`config.mk`:
```
export PLATFORM = sky130hd
export DESIGN_NAME = pcx_pin_change_ctrl
export DESIGN_NICKNAME = d
export VERILOG_FILES = /design/src/rtl/pcx_pkg.sv /design/src/rtl/pcx_change_det.sv /design/src/rtl/pcx_flag_cell.sv /design/src/rtl/pcx_regs.sv /design/src/rtl/pcx_pin_change_ctrl.sv
export SDC_FILE = /design/constraint.sdc
export NUM_CORES = 1
export LEC_CHECK = 0
export BUFFER_PORTS_ARGS = -buffer_cell sky130_fd_sc_hd__buf_2
export CAP_MARGIN = 20
export CORE_AREA = 2 2 58 60
export DETAILED_ROUTE_END_ITERATION = 8
export DIE_AREA = 0 0 60 62
export MAX_ROUTING_LAYER = met4
export PLACE_DENSITY = 0.82
export SLEW_MARGIN = 20
export SYNTH_ARGS = -nofsm -noshare
export SYNTH_HDL_FRONTEND = slang
export SYNTH_HIERARCHICAL = 1
export SYNTH_SLANG_ARGS = --single-unit
```
`constraint.sdc`:
```
create_clock -name clk -period 1.4 [get_ports clk]
set_clock_uncertainty 0.1 [all_clocks]
set_input_delay 0.28 -clock clk [delete_from_list [all_inputs] [get_ports clk]]
set_output_delay 0.28 -clock clk [all_outputs]
set_load 0.02 [all_outputs]
```
`src/rtl/pcx_pkg.sv`:
```
package pcx_pkg;
    localparam int DATA_W  = 8;
    localparam int ADDR_W  = 2;
    localparam int NUM_GRP = 2;
    localparam int G0_PINS = 8;
    localparam int G1_PINS = 5;

    typedef enum logic [ADDR_W-1:0] {
        REG_MASK0 = 2'd0,
        REG_MASK1 = 2'd1,
        REG_GEN   = 2'd2,
        REG_FLAG  = 2'd3
    } reg_addr_e;

    typedef struct packed {
        logic              we;
        reg_addr_e         addr;
        logic [DATA_W-1:0] data;
    } bus_wr_t;

    typedef logic [NUM_GRP-1:0][DATA_W-1:0] grp_vec_t;

    function automatic logic [DATA_W-1:0] zext_grp(input logic [NUM_GRP-1:0] v);
        logic [DATA_W-1:0] r;
        r = '0;
        r[NUM_GRP-1:0] = v;
        return r;
    endfunction
endpackage

```
`src/rtl/pcx_change_det.sv`:
```
module pcx_change_det #(
    parameter int W = 8
) (
    input  logic         clk,
    input  logic [W-1:0] pins,
    output logic [W-1:0] chg
);
    logic [W-1:0] prev_q;

    // Tracks the pins during reset too, so no false change appears afterwards.
    always_ff @(posedge clk) begin
        prev_q <= pins;
    end

    assign chg = pins ^ prev_q;
endmodule

```
`src/rtl/pcx_flag_cell.sv`:
```
module pcx_flag_cell #(
    parameter int W = 8
) (
    input  logic         clk,
    input  logic         rst,
    input  logic [W-1:0] chg,
    input  logic [W-1:0] mask,
    input  logic         grp_en,
    input  logic         glb_en,
    input  logic         ack,
    input  logic         w1c,
    output logic         flag,
    output logic         req
);
    logic hit;
    logic clr;
    logic flag_q;

    assign hit = grp_en & (|(chg & mask));
    assign clr = ack | w1c;

    always_ff @(posedge clk) begin
        if (rst) begin
            flag_q <= 1'b0;
        end else begin
            flag_q <= hit | (flag_q & ~clr);
        end
    end

    assign flag = flag_q;
    assign req  = flag_q & grp_en & glb_en;

    assert_set_wins_R7: assert property (@(posedge clk) disable iff (rst)
        hit |=> flag_q);
    assert_mask_gate_R2: assert property (@(posedge clk) disable iff (rst)
        $rose(flag_q) |-> $past(|(chg & mask)));
    assert_en_gate_R3: assert property (@(posedge clk) disable iff (rst)
        $rose(flag_q) |-> $past(grp_en));
    assert_ack_clear_R5: assert property (@(posedge clk) disable iff (rst)
        (ack && !hit) |=> !flag_q);
    assert_w1c_clear_R6: assert property (@(posedge clk) disable iff (rst)
        (w1c && !hit) |=> !flag_q);
    assert_hold_R6: assert property (@(posedge clk) disable iff (rst)
        (flag_q && !ack && !w1c) |=> flag_q);
endmodule

```
`src/rtl/pcx_regs.sv`:
```
module pcx_regs
    import pcx_pkg::*;
#(
    parameter int G0_W = G0_PINS,
    parameter int G1_W = G1_PINS
) (
    input  logic                clk,
    input  logic                rst,
    input  bus_wr_t             wr,
    input  logic [NUM_GRP-1:0]  flags,
    output grp_vec_t            grp_mask,
    output logic [NUM_GRP-1:0]  grp_en,
    output logic [NUM_GRP-1:0]  w1c,
    output logic [DATA_W-1:0]   rdata
);
    logic [G0_W-1:0]    mask0_q;
    logic [G1_W-1:0]    mask1_q;
    logic [NUM_GRP-1:0] gen_q;

    always_ff @(posedge clk) begin
        if (rst) begin
            mask0_q <= '0;
            mask1_q <= '0;
            gen_q   <= '0;
        end else if (wr.we) begin
            case (wr.addr)
                REG_MASK0: mask0_q <= wr.data[G0_W-1:0];
                REG_MASK1: mask1_q <= wr.data[G1_W-1:0];
                REG_GEN:   gen_q   <= wr.data[NUM_GRP-1:0];
                default:   ;
            endcase
        end
    end

    assign w1c    = (wr.we && wr.addr == REG_FLAG) ? wr.data[NUM_GRP-1:0] : '0;
    assign grp_en = gen_q;

    always_comb begin
        grp_mask = '0;
        grp_mask[0][G0_W-1:0] = mask0_q;
        grp_mask[1][G1_W-1:0] = mask1_q;
    end

    always_comb begin
        rdata = '0;
        case (wr.addr)
            REG_MASK0: rdata[G0_W-1:0] = mask0_q;
            REG_MASK1: rdata[G1_W-1:0] = mask1_q;
            REG_GEN:   rdata = zext_grp(gen_q);
            default:   rdata = zext_grp(flags);
        endcase
    end

    assert_mask1_upper_R8: assert property (@(posedge clk) disable iff (rst)
        (wr.addr == REG_MASK1) |-> (rdata[DATA_W-1:G1_W] == '0));
    assert_mask_write_R8: assert property (@(posedge clk) disable iff (rst)
        (wr.we && wr.addr == REG_MASK0) |=> (grp_mask[0][G0_W-1:0] == $past(wr.data[G0_W-1:0])));
endmodule

```
`src/rtl/pcx_pin_change_ctrl.sv`:
```
module pcx_pin_change_ctrl
    import pcx_pkg::*;
#(
    parameter int G0_W = G0_PINS,
    parameter int G1_W = G1_PINS
) (
    input  logic                        clk,
    input  logic                        rst,
    input  logic [ADDR_W-1:0]           bus_addr,
    input  logic                        bus_we,
    input  logic [DATA_W-1:0]           bus_wdata,
    output logic [DATA_W-1:0]           bus_rdata,
    input  logic [G0_W-1:0]             pins_g0,
    input  logic [G1_W-1:0]             pins_g1,
    input  logic                        glb_irq_en,
    input  logic [NUM_GRP-1:0]          irq_ack,
    output logic [NUM_GRP-1:0]          irq_req
);
    bus_wr_t            wr;
    grp_vec_t           pins_pad;
    grp_vec_t           grp_mask;
    logic [NUM_GRP-1:0] grp_en;
    logic [NUM_GRP-1:0] w1c;
    logic [NUM_GRP-1:0] flags;

    assign wr.we   = bus_we;
    assign wr.addr = reg_addr_e'(bus_addr);
    assign wr.data = bus_wdata;

    always_comb begin
        pins_pad = '0;
        pins_pad[0][G0_W-1:0] = pins_g0;
        pins_pad[1][G1_W-1:0] = pins_g1;
    end

    pcx_regs #(.G0_W(G0_W), .G1_W(G1_W)) regs_i (
        .clk      (clk),
        .rst      (rst),
        .wr       (wr),
        .flags    (flags),
        .grp_mask (grp_mask),
        .grp_en   (grp_en),
        .w1c      (w1c),
        .rdata    (bus_rdata)
    );

    for (genvar g = 0; g < NUM_GRP; g++) begin : g_grp
        logic [DATA_W-1:0] chg;

        pcx_change_det #(.W(DATA_W)) det_i (
            .clk  (clk),
            .pins (pins_pad[g]),
            .chg  (chg)
        );

        pcx_flag_cell #(.W(DATA_W)) cell_i (
            .clk    (clk),
            .rst    (rst),
            .chg    (chg),
            .mask   (grp_mask[g]),
            .grp_en (grp_en[g]),
            .glb_en (glb_irq_en),
            .ack    (irq_ack[g]),
            .w1c    (w1c[g]),
            .flag   (flags[g]),
            .req    (irq_req[g])
        );
    end

    assert_glb_gate_R4: assert property (@(posedge clk) disable iff (rst)
        !glb_irq_en |-> (irq_req == '0));
    assert_grp_indep_R10: assert property (@(posedge clk) disable iff (rst)
        (!irq_ack[1] && !w1c[1] && (pins_g1 == $past(pins_g1))) |=> (flags[1] == $past(flags[1])));
endmodule

```
# --- Word level (Yosys, flattened, before mapping) ---
# Index checks and enable logic that the tools add are counted.
word_totals:
  register_bits: 30
  inputBits: 29
  word_cells: 38
op_classes:
  bitwise: 18
  muxes: 3
  n_eq_ne: 3
  n_reduce_logical: 7
op_table:
  columns: ["op", "n"]
  rows:
  - ["$reduce_or 8->1", 2]
  - ["$pmux 5 s3", 1]
  - ["$and 1x1->1", 8]
  - ["$and 8x8->8", 1]
  - ["$xor 8x8->8", 1]
  - ["$reduce_and 2->1", 3]
  - ["$and 5x5->5", 1]
  - ["$xor 5x5->5", 1]
  - ["$eq 2x2->1 const B", 2]
  - ["$or 1x1->1", 4]
  - ["$mux 3", 1]
  - ["$eq 2x1->1 const B", 1]
  - ["$logic_not 2->1", 1]
  - ["$mux 2", 1]
  - ["$not 1->1", 2]
  - ["$logic_and 1x1->1", 1]

# --- Longest topological paths before layout ---
# Gate-level depths: netlist (run 1).
logic_depth:
  depth_word: 7
  mapped_depth: 4
  mapped_depth_nobuf: 4

# --- Modules after synthesis ---
# Netlist (run 1), hierarchy kept.
modules_own_cells:
  columns: ["mod", "area_per_inst_um2", "seq_area_each_um2", "cells_each", "instances"]
  rows:
  - ["pcx_regs", 824.5, 300.3, 79, 1]
  - ["pcx_change_det", 230.2, 160.2, 16, 2]
  - ["pcx_flag_cell", 93.8, 20.0, 10, 2]
  - ["pcx_pin_change_ctrl", 3.8, 0.0, 1, 1]

# --- Least setup slack after synthesis (run 1) ---
# OpenSTA, ideal clock, no wires.
synth_timing:
  path_type: "input to output"
  startpoint: "input bus_addr[1]"
  endpoint: "output bus_rdata[0]"
  cell_stages: 2
  t_required_ns: 1.020
  slack_ns: 0.064
  arrival_ns: 0.956
  cell_sequence: "buf_6 -> mux4_2"
synth_via:
  elab_chain_cells: 2
  word_cells_on_any_way: 4
  classes_between: "eq/ne: 2; mux: 1; reduce/logical: 1"
synth_lines:
  columns: ["element", "line", "text"]
  rows:
  - ["from (decl)", "pcx_pin_change_ctrl.sv:9", "input logic [ADDR_W-1:0] bus_addr,"]
  - ["$eq 2x2->1 (tied with other cells)", "pcx_regs.sv:46", "case (wr.addr)"]
  - ["$pmux 5 s3 *", "pcx_regs.sv:46", null]
  - ["to (decl)", "pcx_pin_change_ctrl.sv:12", "output logic [DATA_W-1:0] bus_rdata,"]
# Mark *: on every way between the ends. The rest lies on a longest branch, timed or not.

# --- Worst setup path in the final report (run 1) ---
layout_timing:
  startpoint: "register g_grp[0].cell_i.flag_q"
  endpoint: "output bus_rdata[0]"
layout_via:
  elab_chain_cells: 1
layout_lines:
  columns: ["element", "line", "text"]
  rows:
  - ["from (decl)", "pcx_flag_cell.sv:17", "logic flag_q;"]
  - ["from (signal assigned)", "pcx_flag_cell.sv:26", "flag_q <= hit | (flag_q & ~clr);"]
  - ["$pmux 5 s3", "pcx_regs.sv:46", null]
# No other way between the ends.

==> results of run 1 <==
==> per-layer routing <==
metal	vias up	global-route usage, %
met5	-	-
met4	0	8.254
met3	9	5.797
met2	29	34.16
met1	589	20.90
li1	605	-
==> timing repair <==
item	4_1_cts	5_1_grt
pin swaps	3	3
hold endpoints to repair	13	0
setup buffers	8	4
resized for setup	25	8
hold buffers	13	0
endpoints found under the setup margin	10	10
==> power breakdown <==
part           total, mW  switching, mW  internal (mW)
sequential          1.00         0.0207          0.982
clock              0.600          0.309          0.291
combinational      0.281          0.123          0.158
==> sequential cells by signal, indices dropped and copies added, names as in the netlist <==
signal / count
g_grp.cell_i/flag: 2
g_grp.det_i/prev_q: 16
regs_i/grp_en: 2
regs_i/mask0_q: 8
regs_i/mask1_q: 5
==> area by class of cell <==
cell class / count / area (um^2)
inverters: 2 / 7.507
multi-input cells: 97 / 794.5
fillers: 245 / 1057
repair buffers: 71 / 513.0
well taps: 46 / 57.56
flip-flops and latches: 33 / 679.4
clock buffers: 7 / 65.06
clock inverters: 1 / 5.005
==> synthesized netlist by cell type (all sizes together) <==
cell | count | share of area, %
nor2 | 4 | 1.0
conb | 2 | 0.51
buf | 5 | 2.8
nor3b | 1 | 1.3
nand2b | 23 | 9.7
a22oi | 8 | 5.4
nand3b | 1 | 0.76
nand4 | 2 | 0.85
dfxtp | 33 | 45
and2 | 3 | 1.3
clkbuf | 2 | 0.51
mux4 | 2 | 3.3
mux2i | 18 | 12
or3b | 1 | 0.59
xor2 | 16 | 9.5
inv | 2 | 0.51
and3 | 2 | 0.85
and4 | 2 | 1.2
nor4b | 2 | 1.2
a31o | 2 | 1.2
and3b | 1 | 0.59
==> tightest hold or removal path, cell delays in order <==
cell and delay, ps:
buf_2 100, nand2b_1 50, mux2i_1 60
==> final timing paths <==
kind	from	endpoint	slack, ps	cells after the start
setup / recovery	g_grp[0].cell_i/flag	bus_rdata[0]	-280	2
hold / removal	bus_wdata[5]	regs_i/mask0_q[5]	80	3
setup reg to reg	regs_i/mask1_q[3]	g_grp[1].cell_i/flag	150	5
hold reg to reg	regs_i/mask0_q[0]	regs_i/mask0_q[0]	400	2
==> kinds of logic after synthesis <==
kind of cell              synth area share [%]
AOI/OAI and AO/OA                        6.611
xor gates and xnor gates                 9.491
buffers and inverters                    3.814
DFF                                      44.75
muxes                                    15.51
other                                   0.5087
and+or+nand+nor                          19.32
==> per-stage QoR <==
| stage | setup WS, ps | std cells | power, mW |
|---|---|---|---|
| 3_5_place_dp | -115.9 | 224 | 1.246 |
| 3_3_place_gp | -97.97 | 224 | 1.235 |
| 6_report | -278.9 | 257 | 1.883 |
| 4_1_cts | -290.7 | 253 | 1.888 |
| 2_1_floorplan | 64.40 | 139 | 1.159 |
| 5_1_grt | -319.8 | 257 | 1.970 |
==> impl_metrics.csv, run 1 <==
group,metric,value,unit
timing,setup_viol,4,
drt,highest_layer,"met4",
worst_setup_path,crit_slowest_cell,"mux4_2",
drt,drc,0,
cts,cts_buffers,5,
place,portBuffers,38,
layout,post-route-util,66.75,%
timing,finalSetupTns,-576.0,ps
logic_synthesis,yosysSeqAreaShare,44.75,%
drt,drt_wl_total,3278,um
cts,root_buffer,"clkbuf_4",
place,place_congestion,0.7493,
cts,clkLatencyLatePin,340,ps
drt,firstDrtPassIters,4,
place,postPlaceCellArea,0.001762,mm^2
drt,drt_iter0_drc,33,
worst_setup_path,slowest_delay,470,ps
run,cap_violations,0,
cts,cts_buffer_depth,2,
worst_setup_path,crit_type,"reg -> out",
floorplanning,rows,21,
pwr,p_leak,0.9961,nW
timing,hold_slack,81.64,ps
worst_setup_path,path_cells,"mux4_2 > buf_6",
layout,syn2layout_area_growth,43.73,%
floorplanning,dieWidth,60,um
drt,ant_nets,0,
outcome,violations,"setup timing",
outcome,outcome,"complete, but fails checks",
drt,drt-vias-per-instance,4.794,
timing,fmax,595.6,MHz
timing,hold_violations,0,
worst_setup_path,end_kind,"output port",
logic_synthesis,syn-cell-area,0.001476,mm^2
worst_setup_path,cp_top_family,"multiplexers",
logic_synthesis,ys_seq_elements,33,
floorplanning,core_area,0.003179,mm^2
timing,rsz0062_at_grt,"true",
logic_synthesis,post_synth_num_cell_types,24,
drt,vias,1232,
drt,met3_length,135,um
layout,final_nets,239,
timing,post-route-period-util,119.9,%
pwr,cellPowerDensity,887.3,mW/mm^2
layout,post-route-cell-area,0.002122,mm^2
cts,path_clk_slew,110,ps
layout,layout_common_cells,"buf_2 (30), nand2b_1 (23), buf_4 (22)",
timing,slew_viol_final,0,
grt,gr-total-overflow,0,
worst_setup_path,cp_data_arrival_time,1300,ps
grt,grt_pass1_wl,5133,um
worst_setup_path,critPathRequiredTime,1020,ps
layout,drive_above_1_share,43.13,%
pwr,vdd_drop_max,0.0008967,V
floorplanning,fp.dieH,62,um
drt,met1_length,1301,um
worst_setup_path,path_max_fanout,3,
worst_hold_path,hold_path_class,"in -> reg",
floorplanning,ios,39,
cts,cts_tree,"yes",
logic_synthesis,ys_warn_count,6,
drt,wl_per_cell,12.75,um
grt,grt_max_degree,28,
worst_setup_path,path_buf_inv,1,
timing,min_period,1679,ps
grt,grt_pass1_vias,1211,
logic_synthesis,syn_area_per_cell,11.18,um^2
layout,final_common_cell,"buf_2",
grt,antenna_found_initial,0,
drt,route.met2.wl,1748,um
grt,grtUsageTotal,19.67,%
cts,clock_sinks,33,
layout,antennaDiodeCount,0,
cts,htree_levels,2,
worst_setup_path,critPathLaunchType,"flip-flop",
logic_synthesis,synth_cells,132,
timing,timing.final.ws_setup,-278.9,ps
place,post-dp-hpwl,2278,um
floorplanning,dieArea,0.003720,mm^2
floorplanning,initial_utilization,46.44,%
Note: power is estimated with default switching activity, not from simulation.
==> run 2, diff against run 1 <==
--- a/config.mk
+++ b/config.mk
@@ -5,13 +5,14 @@
 export SDC_FILE = /design/constraint.sdc
 export NUM_CORES = 1
 export LEC_CHECK = 0
+export ABC_AREA = 1
 export BUFFER_PORTS_ARGS = -buffer_cell sky130_fd_sc_hd__buf_2
 export CAP_MARGIN = 20
-export CORE_AREA = 2 2 58 60
+export CORE_AREA = 2 2 62 64
 export DETAILED_ROUTE_END_ITERATION = 8
-export DIE_AREA = 0 0 60 62
+export DIE_AREA = 0 0 64 66
 export MAX_ROUTING_LAYER = met4
-export PLACE_DENSITY = 0.82
+export PLACE_DENSITY = 0.81
 export SLEW_MARGIN = 20
 export SYNTH_ARGS = -nofsm -noshare
 export SYNTH_HDL_FRONTEND = slang
==> run 2 against run 1 <==
Net effect:
- the run still ends with setup timing left
- die area increased by 14%
- sequential power about the same
- core utilization decreased by 3.0 points
- via count increased by 39%
- sequential cell count unchanged
- cell count increased by 50%
- critical path depth increased by 1
- count of clock-buffer cells in the layout unchanged
- power increased by 1.0%
- non-clock buffer count decreased by 14
- critical path type unchanged
- highest routed layer unchanged
==> impl_metrics.csv, run 2 <==
group,metric,value,unit
floorplanning,initial_utilization,48.63,%
worst_setup_path,path_max_fanout,3,
logic_synthesis,synth_cells,274,
drt,ant_nets,0,
drt,highest_layer,"met4",
pwr,vdd_drop_max,0.0004499,V
layout,regMostFlops,"g_grp.det_i/prev_q",
timing,fmax,707.3,MHz
worst_setup_path,crit_type,"reg -> out",
cts,clock_sinks,33,
worst_setup_path,crit_slowest_cell,"dfxtp_2",
logic_synthesis,synthTopCellsByCount,"nand2_1 (107), inv_1 (54), dfxtp_1 (33)",
pwr,cellPowerDensity,840.1,mW/mm^2
worst_setup_path,path_cells,"nand3_2 > nand4_1 > buf_4",
drt,met1_length,1641,um
layout,drive_above_1_share,26.33,%
logic_synthesis,syn-cell-area,0.001727,mm^2
logic_synthesis,synth_largest_area_cell,"dfxtp_1",
timing,post-route-period-util,101.0,%
outcome,outcome,"complete, but fails checks",
cts,root_buffer,"clkbuf_4",
layout,fillCellCount,332,
drt,firstDrtPassIters,4,
timing,hold_violations,0,
layout,final_nets,367,
floorplanning,ios,39,
cts,cts_buffers,5,
drt,vias,1711,
pwr,p_leak,1.293,nW
layout,syn2layout_area_growth,31.16,%
drt,drt_iter0_drc,93,
layout,layout_common_cells,"nand2_1 (106), inv_1 (49), nor2_1 (29)",
cts,path_clk_slew,90,ps
place,place_congestion,0.8381,
run,cap_violations,0,
floorplanning,rows,22,
floorplanning,dieWidth,64,um
logic_synthesis,syn_area_per_cell,6.302,um^2
pwr,power,1.903,mW
floorplanning,fp.dieH,66,um
drt,met3_length,171,um
grt,grt_pass1_vias,1591,
logic_synthesis,synth-edff-count,0,
floorplanning,core_area,0.003551,mm^2
logic_synthesis,ys_warn_count,6,
drt,wl_per_cell,9.591,um
grt,gr-total-overflow,0,
worst_setup_path,cp_data_arrival_time,1030,ps
logic_synthesis,post_synth_num_cell_types,19,
logic_synthesis,ys_seq_elements,33,
worst_setup_path,slowest_delay,350,ps
logic_synthesis,synth_most_common_cell,"nand2_1",
grt,antenna_found_initial,0,
drt,drt_wl_total,3702,um
timing,rsz0062_at_grt,"true",
timing,slew_viol_final,0,
place,portBuffers,38,
cts,htree_levels,2,
logic_synthesis,async_flop_share,0,%
grt,grt_max_degree,17,
layout,final_common_cell,"nand2_1",
layout,largest_reg_flops,16,
timing,setup_viol,2,
logic_synthesis,synthTopCellsByArea,"dfxtp_1 (38%), nand2_1 (23%), inv_1 (12%)",
drt,drt-vias-per-instance,4.433,
worst_hold_path,hold_path_class,"in -> reg",
outcome,violations,"setup timing",
floorplanning,dieArea,0.004224,mm^2
cts,cts_buffer_depth,2,
drt,route.met2.wl,1862,um
logic_synthesis,yosysTopAreaCellShare,38.26,%
grt,grt_pass1_wl,6375,um
worst_setup_path,critPathRequiredTime,1020,ps
logic_synthesis,synthFlopType,"dfxtp_1",
layout,post-route-cell-area,0.002265,mm^2
cts,clkLatencyLatePin,320,ps
timing,finalSetupTns,-13.97,ps
layout,reg_top3,"g_grp.det_i/prev_q: 16 flops, regs_i/mask0_q: 8 flops, regs_i/mask1_q: 5 flops",
logic_synthesis,yosysSeqAreaShare,38.26,%
grt,grtUsageTotal,19.85,%
timing,timing.final.ws_setup,-13.87,ps
place,postPlaceCellArea,0.001953,mm^2
drt,drc,0,
worst_setup_path,end_kind,"output port",
place,post-dp-hpwl,2608,um
cts,cts_tree,"yes",
worst_setup_path,critPathLaunchType,"flip-flop",
layout,antennaDiodeCount,0,
timing,min_period,1414,ps
[run 2: logic make-up after synthesis]
group	share of synthesized area, %
other	0.4349
and+or+nand+nor	38.55
buffers and inverters	18.55
AOI/OAI and AO/OA	4.203
DFF	38.26
[run 2: path summary, 6_finish.rpt]
kind                                          startpoint              endpoint  slack [ps]  cells past startpoint
worst max-delay path                g_grp[0].cell_i/flag          bus_rdata[0]         -10                      3
worst min-delay path                                 rst  g_grp[1].cell_i/flag          40                      2
worst max register to register  g_grp[0].det_i/prev_q[0]  g_grp[0].cell_i/flag         260                      9
worst min register to register          regs_i/grp_en[0]  g_grp[0].cell_i/flag         400                      2
[run 2: metal layers]
layer | up-vias | GRT usage, %
li1 | 911 | -
met1 | 760 | 21.96
met2 | 38 | 34.11
met3 | 2 | 5.281
met4 | 0 | 7.880
met5 | - | -
[run 2: area by class of cell]
class / count / area [um^2] / share of cell area (%)
timing repair buffer: 57 / 425.4 / 18.78
tap: 48 / 60.06 / 2.652
multi-input combinational: 186 / 837.1 / 36.96
clock buffer: 7 / 55.05 / 2.431
inverter: 55 / 206.4 / 9.116
sequential: 33 / 680.7 / 30.06
[run 2: through the flow]
stage          hold WS, ps  utilization, %  setup slack [ps]  cells
2_1_floorplan        207.7               -            -17.73    284
3_3_place_gp         309.1           55.00             4.976    367
3_5_place_dp         311.2           55.00            -23.85    367
4_1_cts              19.59           62.90            -11.07    391
5_1_grt              22.33           63.78            -66.11    386
6_report             36.87           63.78            -13.87    386
[run 2: power by group]
group          switching (mW)  total, mW  internal [mW]  leakage [nW]
combinational           0.190      0.342          0.153         0.981
sequential             0.0306       1.02          0.992         0.281
clock                   0.301      0.538          0.237        0.0314
total                   0.521       1.90           1.38          1.29
[run 2: worst max-delay path, delay by kind of cell, from the launching register on]
family / cells / cell delay, ps
flip-flops: 1 / 350
buffers and inverters: 1 / 180
AND/OR/NAND/NOR: 2 / 180
[run 2: timing repair]
item / CTS / global route
gates cloned: 0 / 0
setup endpoints to repair: 8 / 12
setup buffers: 4 / 1
pin swaps: 7 / 10
hold buffers: 13 / 0
resized for setup: 28 / 25
endpoints found under the hold margin: 13 / 0
